`src/rtl/pru_pkg.sv`:
```
package pru_pkg;

    localparam int CAUSE_W = 4;
    localparam logic [CAUSE_W-1:0] CAUSE_MISALIGNED = 4'd0;
    localparam logic [CAUSE_W-1:0] CAUSE_ILLEGAL    = 4'd2;

    localparam int BIT_SIE    = 1;
    localparam int BIT_MIE    = 3;
    localparam int BIT_SPIE   = 5;
    localparam int BIT_MPIE   = 7;
    localparam int BIT_SPP    = 8;
    localparam int BIT_MPP_LO = 11;
    localparam int BIT_MPP_HI = 12;

    typedef enum logic [1:0] {
        PRIV_U    = 2'd0,
        PRIV_S    = 2'd1,
        PRIV_RSVD = 2'd2,
        PRIV_M    = 2'd3
    } priv_e;

    typedef enum logic [1:0] {
        VERDICT_OK       = 2'd0,
        VERDICT_ILLEGAL  = 2'd1,
        VERDICT_MISALIGN = 2'd2
    } verdict_e;

    typedef enum logic [1:0] {
        ST_IDLE   = 2'd0,
        ST_COMMIT = 2'd1,
        ST_FAULT  = 2'd2
    } pru_state_e;

endpackage

```
`src/rtl/pru_check.sv`:
```
module pru_check
    import pru_pkg::*;
#(
    parameter int XLEN       = 32,
    parameter int ALIGN_BITS = 2
) (
    input  logic            is_mret,
    input  logic [1:0]      cur_priv,
    input  logic [XLEN-1:0] sepc,
    input  logic [XLEN-1:0] mepc,
    input  logic            rvc_en,
    output logic [XLEN-1:0] ret_pc,
    output verdict_e        verdict
);

    localparam priv_e MIN_S = PRIV_S;
    localparam priv_e MIN_M = PRIV_M;

    logic priv_low;
    logic addr_odd;

    always_comb begin
        ret_pc   = is_mret ? mepc : sepc;
        priv_low = is_mret ? (cur_priv < MIN_M) : (cur_priv < MIN_S);
    end

    generate
        if (ALIGN_BITS > 0) begin : g_align
            assign addr_odd = !rvc_en && (ret_pc[ALIGN_BITS-1:0] != '0);
        end else begin : g_noalign
            assign addr_odd = 1'b0;
        end
    endgenerate

    // Privilege fault outranks alignment fault
    always_comb begin
        if (priv_low)
            verdict = VERDICT_ILLEGAL;
        else if (addr_odd)
            verdict = VERDICT_MISALIGN;
        else
            verdict = VERDICT_OK;
    end

endmodule

```
`src/rtl/pru_status_xform.sv`:
```
module pru_status_xform
    import pru_pkg::*;
#(
    parameter int XLEN = 32
) (
    input  logic            is_mret,
    input  logic            legacy_mode,
    input  logic [XLEN-1:0] status_in,
    output logic [XLEN-1:0] status_out,
    output logic [1:0]      priv_out
);

    logic [1:0] prev_pp;
    logic       prev_pie;

    always_comb begin
        if (is_mret) begin
            prev_pp  = status_in[BIT_MPP_HI:BIT_MPP_LO];
            prev_pie = status_in[BIT_MPIE];
        end else begin
            prev_pp  = {1'b0, status_in[BIT_SPP]};
            prev_pie = status_in[BIT_SPIE];
        end
    end

    always_comb begin
        status_out = status_in;
        if (legacy_mode)
            status_out[prev_pp] = prev_pie;
        else if (is_mret)
            status_out[BIT_MIE] = prev_pie;
        else
            status_out[BIT_SIE] = prev_pie;

        if (is_mret) begin
            status_out[BIT_MPIE]              = 1'b0;
            status_out[BIT_MPP_HI:BIT_MPP_LO] = PRIV_U;
        end else begin
            status_out[BIT_SPIE] = 1'b0;
            status_out[BIT_SPP]  = 1'b0;
        end
        priv_out = prev_pp;
    end

endmodule

```
`src/rtl/pru_ctrl.sv`:
```
module pru_ctrl
    import pru_pkg::*;
#(
    parameter int XLEN = 32
) (
    input  logic               clk,
    input  logic               rst_n,
    input  logic               req_valid,
    input  verdict_e           verdict,
    input  logic [XLEN-1:0]    ret_pc,
    input  logic [XLEN-1:0]    calc_status,
    input  logic [1:0]         calc_priv,
    output logic               done,
    output logic               commit,
    output logic               excp,
    output logic [CAUSE_W-1:0] excp_cause,
    output logic [XLEN-1:0]    new_pc,
    output logic [XLEN-1:0]    new_status,
    output logic [1:0]         new_priv
);

    pru_state_e state_q, state_d;

    always_comb begin
        state_d = ST_IDLE;
        unique case (state_q)
            ST_IDLE, ST_COMMIT, ST_FAULT: begin
                if (req_valid)
                    state_d = (verdict == VERDICT_OK) ? ST_COMMIT : ST_FAULT;
                else
                    state_d = ST_IDLE;
            end
            default: state_d = ST_IDLE;
        endcase
    end

    always_ff @(posedge clk or negedge rst_n) begin
        if (!rst_n)
            state_q <= ST_IDLE;
        else
            state_q <= state_d;
    end

    always_comb begin
        done   = 1'b0;
        commit = 1'b0;
        excp   = 1'b0;
        unique case (state_q)
            ST_IDLE:   ;
            ST_COMMIT: begin done = 1'b1; commit = 1'b1; end
            ST_FAULT:  begin done = 1'b1; excp   = 1'b1; end
            default:   ;
        endcase
    end

    always_ff @(posedge clk or negedge rst_n) begin
        if (!rst_n) begin
            new_pc     <= '0;
            new_status <= '0;
            new_priv   <= PRIV_M;
            excp_cause <= '0;
        end else if (req_valid) begin
            if (verdict == VERDICT_OK) begin
                new_pc     <= ret_pc;
                new_status <= calc_status;
                new_priv   <= calc_priv;
            end else begin
                excp_cause <= (verdict == VERDICT_ILLEGAL) ? CAUSE_ILLEGAL
                                                           : CAUSE_MISALIGNED;
            end
        end
    end

endmodule

```
`src/rtl/priv_return_unit.sv`:
```
module priv_return_unit
    import pru_pkg::*;
#(
    parameter int XLEN = 32
) (
    input  logic            clk,
    input  logic            rst_n,
    input  logic            req_valid,
    input  logic            req_is_mret,
    input  logic [1:0]      cur_priv,
    input  logic [XLEN-1:0] status_in,
    input  logic [XLEN-1:0] sepc_in,
    input  logic [XLEN-1:0] mepc_in,
    input  logic            rvc_en,
    input  logic            legacy_mode,
    output logic            done,
    output logic            commit,
    output logic            excp,
    output logic [3:0]      excp_cause,
    output logic [XLEN-1:0] new_pc,
    output logic [XLEN-1:0] new_status,
    output logic [1:0]      new_priv
);

    logic [XLEN-1:0] ret_pc;
    logic [XLEN-1:0] calc_status;
    logic [1:0]      calc_priv;
    verdict_e        verdict;

    pru_check #(.XLEN(XLEN), .ALIGN_BITS(2)) u_check (
        .is_mret  (req_is_mret),
        .cur_priv (cur_priv),
        .sepc     (sepc_in),
        .mepc     (mepc_in),
        .rvc_en   (rvc_en),
        .ret_pc   (ret_pc),
        .verdict  (verdict)
    );

    pru_status_xform #(.XLEN(XLEN)) u_xform (
        .is_mret     (req_is_mret),
        .legacy_mode (legacy_mode),
        .status_in   (status_in),
        .status_out  (calc_status),
        .priv_out    (calc_priv)
    );

    pru_ctrl #(.XLEN(XLEN)) u_ctrl (
        .clk         (clk),
        .rst_n       (rst_n),
        .req_valid   (req_valid),
        .verdict     (verdict),
        .ret_pc      (ret_pc),
        .calc_status (calc_status),
        .calc_priv   (calc_priv),
        .done        (done),
        .commit      (commit),
        .excp        (excp),
        .excp_cause  (excp_cause),
        .new_pc      (new_pc),
        .new_status  (new_status),
        .new_priv    (new_priv)
    );

endmodule

```
`config.mk`:
```
export PLATFORM = sky130hd
export DESIGN_NAME = priv_return_unit
export DESIGN_NICKNAME = d
export VERILOG_FILES = /design/src/rtl/pru_pkg.sv /design/src/rtl/pru_check.sv /design/src/rtl/pru_status_xform.sv /design/src/rtl/pru_ctrl.sv /design/src/rtl/priv_return_unit.sv
export SDC_FILE = /design/constraint.sdc
export NUM_CORES = 1
export LEC_CHECK = 0
export BUFFER_PORTS_ARGS = -buffer_cell sky130_fd_sc_hd__buf_2
export CELL_PAD_IN_SITES_DETAIL_PLACEMENT = 0
export CELL_PAD_IN_SITES_GLOBAL_PLACEMENT = 1
export CORE_MARGIN = 5
export CORE_UTILIZATION = 38
export DETAILED_ROUTE_END_ITERATION = 8
export GPL_ROUTABILITY_DRIVEN = 0
export PLACE_DENSITY = 0.95
export SLEW_MARGIN = 20
export SYNTH_ARGS = -nofsm -noshare
export SYNTH_HDL_FRONTEND = slang
export SYNTH_SLANG_ARGS = --single-unit
```
`constraint.sdc`:
```
create_clock -name clk -period 1.4 [get_ports clk]
set_input_delay 0.28 -clock clk [delete_from_list [all_inputs] [get_ports clk]]
set_output_delay 0.28 -clock clk [all_outputs]
set_load 0.05 [all_outputs]
```
# Word level (Yosys, flattened, before mapping)
# Cells that the tools add are included.
# word_totals
reg_bits	72
input_bits	104
elab_cells	50
# op_classes
order_cmp	4
eq_ne	3
n_mux	27
n_bitwise	1
reduce_logical	10
# op_table
operator	count
32-bit bitwise mux	1
32-bit two-way mux	1
28-bit two-way mux	1
2-bit two-way mux	8
1-bit two-way mux	15
2-bit by 6-bit < comparator with 1-bit output, second input constant	1
2-bit by 1-bit equality test with 1-bit output, second input constant	2
2-bit logical NOT	2
2-bit AND reduction	2
3-bit OR reduction	1
1-bit demux with 2-bit select	1
2-bit equality test, second input constant	1
2-bit by 1-bit greater-or-equal comparator with 1-bit output, second input constant	1
1-bit logical AND	2
2-bit by 1-bit < comparator with 1-bit output, second input constant	1
2-bit < comparator, second input constant	1
2-bit nonzero test	1
2-bit OR reduction	1
1-bit logical NOT	1
1-bit NOT	1

# Longest topological paths before layout
# depth
depth_word	9
ltp_mapped	6
ltp_nobuf	4

# Modules after synthesis
# Synthesis repeated with hierarchy kept, for this count alone.
# hier_totals
cells_unflattened	252
hier_area_um2	3495.9
# by_module_without_submodules
module	n_inst	cells_per_inst	area_each_um2	seq_area_each_um2
pru_ctrl	1	159	2675.1	1729.2
pru_check	1	42	451.7	0.0
pru_status_xform	1	51	369.1	0.0

# Least setup slack after synthesis
# Ideal clock, no wire load.
# synth_timing
path_type	in2reg
start	input req_is_mret
end	register u_ctrl.new_pc[31]
setup_ns	0.125
arrival_time_ns	1.396
required_time_ns	1.275
slack_ns	-0.121
path_stages	6
path_buffers	3
path_cell_list	buf_6 > a211o_2 > nand3_2 > buf_8 > buf_12 > mux2_4
# synth_between
elab_chain_len	7
elab_cells_between_ends	8
cone_classes	mux (4); reduce/logical (4)
# synth_lines
item	line	rtl
from (decl)	priv_return_unit.sv:9	input logic req_is_mret,
32-bit two-way mux	pru_check.sv:23	ret_pc = is_mret ? mepc : sepc;
2-bit nonzero test	pru_check.sv:29	assign addr_odd = !rvc_en && (ret_pc[ALIGN_BITS-1:0] != '0);
1-bit logical AND	pru_check.sv:29	
2-bit two-way mux	pru_check.sv:39	else if (addr_odd)
2-bit two-way mux	pru_check.sv:37	if (priv_low)
2-bit logical NOT	pru_ctrl.sv:63	if (verdict == VERDICT_OK) begin
2-bit AND reduction (no source line)	n/a	
to (signal assigned)	pru_ctrl.sv:64	new_pc <= ret_pc;
to (decl)	pru_ctrl.sv:17	output logic [XLEN-1:0] new_pc,
# Several ways; a longest one is shown, not always the timed one.
# A chain may end at the register's enable or synchronous reset.

# Worst setup path in the final report
# layout_timing
start	register u_ctrl.state_q[0]
end	output done
# layout_between
elab_chain_len	3
elab_cells_between_ends	4
cone_classes	eq/ne (2); mux (1); reduce/logical (1)
# layout_lines
item	line	rtl
from (decl)	pru_ctrl.sv:22	pru_state_e state_q, state_d;
from (signal assigned)	pru_ctrl.sv:41	state_q <= state_d;
2-bit by 1-bit equality test with 1-bit output / 2-bit equality test (equally long branches)	pru_ctrl.sv:48	unique case (state_q)
2-bit OR reduction (no source line) *	n/a	
1-bit two-way mux *	pru_ctrl.sv:48	
to (decl)	priv_return_unit.sv:16	output logic done,
# Every way passes the cells marked *; elsewhere a longest branch is shown, timed or not.

==> flow_metrics.tcl <==
set metrics [dict create \
    status "complete, but fails checks" \
    violations "negative setup slack" \
    holdWs_ps 174 \
    period_share_pct 107 \
    start_util_pct 39.0 \
    syn-cell-area_sq_um 3380 \
    slew_viol_final 0 \
    clk_pin_slew_ps 80 \
    n_antenna_cell 0 \
    die_x_microns 104 \
    drt_iter0_drc 43 \
    worstPathRequired_ps 1120 \
    ant_nets 0 \
    io_pins 177 \
    vias 2444 \
    leakagePower_nw 2.42 \
    start_kind "flip-flop" \
    wl_microns 8010 \
    worstSetupEndpointType "output port" \
    dieArea_sq_um 10900 \
    nets 520 \
    cts_tree "done" \
    worst-setup-path-type "flip-flop to output port" \
    viasPerCell 4.65 \
    skew_ps 0.0399 \
    post_drt_wl_per_cell_microns 15.2 \
    area_growth_pct 38.5 \
    cts_num_sinks 69 \
    grt_remaining_overflow 0 \
    power_density_nw_per_um2 1630 \
    crit_fanout 2 \
    drive_above_1_share_pct 74.9 \
    grt_pass1_wl_microns 13200 \
    synth-seq-cells 69 \
    grt_pass1_vias 2609 \
    max_freq_mhz 670 \
    numPortBuffers 173 \
    cp.arrival_ps 1210 \
    track_usage_pct 14.7 \
    clk_latency_ps 320 \
    first_pass_iters 4 \
    drc 0 \
    postSynthAreaPerCell_sq_um 15.0 \
    placed_area_sq_um 4420 \
    ys_seq_area_share_pct 51.1 \
    cap_violations 0 \
    core_sq_um 8680 \
    grt_setup_unrepaired "yes" \
    fin_ws_ps -92.1 \
    htreeDepth 3 \
    layout_min_cycle_time_ps 1490 \
    synthCells 225 \
    row_count 34 \
    cts_root_buf "clkbuf_8" \
    finalHoldViolations 0 \
    final_cell_area_sq_um 4690 \
    min_path_type "input pin to flip-flop" \
    setup_viol 2 \
    synth_cell_type_count 26 \
    clock_path_buffers 2 \
    grt_max_degree 70 \
    chipHeight_microns 104 \
    cts_buffers 9 \
    antenna_found_initial 0 \
    n_fill_cell 754 \
    hpwl_microns 6180 \
    ir_worst_vdd_uv 668 \
    ys_warn_count 0 \
]
-- synth_stat cells --
| master | count | share of area (%) |
|---|---|---|
| dfstp_2 | 2 | 1.6 |
| and2_1 | 1 | 0.19 |
| a21oi_2 | 1 | 0.26 |
| a211o_2 | 1 | 0.30 |
| buf_12 | 3 | 1.8 |
| dfrtp_1 | 67 | 50 |
| nand2_1 | 4 | 0.44 |
| buf_6 | 1 | 0.33 |
| buf_4 | 8 | 1.8 |
| a211oi_1 | 1 | 0.22 |
| nand3b_1 | 2 | 0.44 |
| inv_1 | 6 | 0.67 |
| mux2_2 | 74 | 25 |
| nor3_1 | 1 | 0.15 |
| nor3b_1 | 1 | 0.22 |
| nor2b_1 | 4 | 0.74 |
| buf_8 | 1 | 0.44 |
| nor2_1 | 4 | 0.44 |
| ha_1 | 3 | 1.1 |
| nand3_2 | 1 | 0.30 |
| mux2i_1 | 5 | 1.5 |
| conb_1 | 1 | 0.11 |
| o21ai_0 | 3 | 0.44 |
| clkbuf_1 | 2 | 0.22 |
| mux2_4 | 27 | 12 |
| a21boi_0 | 1 | 0.22 |
-- worst max-delay path: stages, from the launching register on --
cell and delay (ps):
dfrtp_1 350, inv_1 40, ha_1 290, inv_2 70, buf_8 140
-- path summary, 6_finish.rpt --
path	slack, ps	end	startpoint	depth (start not counted)
max in group asynchronous	580	u_ctrl.new_priv[1]	rst_n	3
hold reg to reg	500	u_ctrl.new_pc[19]	u_ctrl.new_pc[19]	1
setup reg to reg	400	u_ctrl.state_q[1]	u_ctrl.state_q[0]	3
hold / removal	170	u_ctrl.new_status[21]	status_in[21]	2
setup / recovery	-90	done	u_ctrl.state_q[0]	4
min in group asynchronous	500	u_ctrl.excp_cause[1]	rst_n	3
-- repair_timing --
item | CTS | global route
cloned | 0 | 0
gates resized for setup | 8 | 8
pin swaps | 1 | 2
buffers inserted | 2 | 0
endpoints found under the setup margin | 5 | 3
hold endpoints to repair | 67 | 0
hold buffers | 1 | 0
-- metal layers --
layer | vias up | part of all wire, % | track usage [%]
li1 | 1157 | - | -
met5 | - | 0 | 0
met1 | 1189 | 40 | 18.3
met2 | 92 | 51 | 24.3
met3 | 6 | 8.1 | 4.72
met4 | 0 | 0.66 | 4.44
-- cells by family after synthesis --
logic type                 count (synthesis)  share of synthesized area [%]
AOI/OAI and AO/OA                          7                           1.44
adders and majority gates                  3                           1.11
buffers and inverters                     21                           5.21
DFF                                       69                           51.1
muxes                                    106                           38.1
other                                      1                          0.111
and+or+nand+nor                           18                           2.92
-- power breakdown --
group / switching, W / internal (W)
registers: 0.000237 / 0.00247
clock network: 0.000759 / 0.000820
logic: 0.00229 / 0.00106
total: 0.00328 / 0.00435
-- cells in the final DEF (no fill, tap or decap), types with 2 or more instances in the layout --
cell and instances:
buf_8 2, o21ai_0 3, nand3b_1 2, conb_1 3, buf_4 12, ha_1 2, mux2_2 74, dfstp_2 2
mux2_4 27, nand2_1 4, nor2_1 4, nor2b_1 4, buf_6 2, buf_2 168, buf_12 5, clkbuf_8 9
dfrtp_1 67, clkinvlp_4 2, clkinv_2 2, inv_1 4, mux2i_1 5
-- state kept, by name (all words and copies together) (netlist names) --
register           count
u_ctrl.new_pc         32
u_ctrl.new_status     32
u_ctrl.new_priv        2
u_ctrl.state_q         2
u_ctrl.excp_cause      1
-- final cells by class --
class | instances | area, sq um | area share (%)
inverters | 6 | 25.0 | 0.534
flip-flops and latches | 69 | 1730 | 36.9
repair buffers | 190 | 1090 | 23.3
clock buffers | 10 | 128 | 2.72
multi-input cells | 137 | 1510 | 32.3
clock inverters | 6 | 63.8 | 1.36
well taps | 108 | 135 | 2.88
-- metrics by stage --
step	cells	setup slack [ps]	TNS, ps	power [W]	util (%)
global placement	507	-228	-12570	0.00601	50.9
detailed placement	507	-255	-14530	0.00609	50.9
global route	526	-159	-281	0.00801	54.0
finish	526	-92.1	-124	0.00763	54.0
CTS	526	-122	-223	0.00774	53.7
floorplan	227	-107	-3860	0.00521	-
Power figures use the tool's default switching activity.
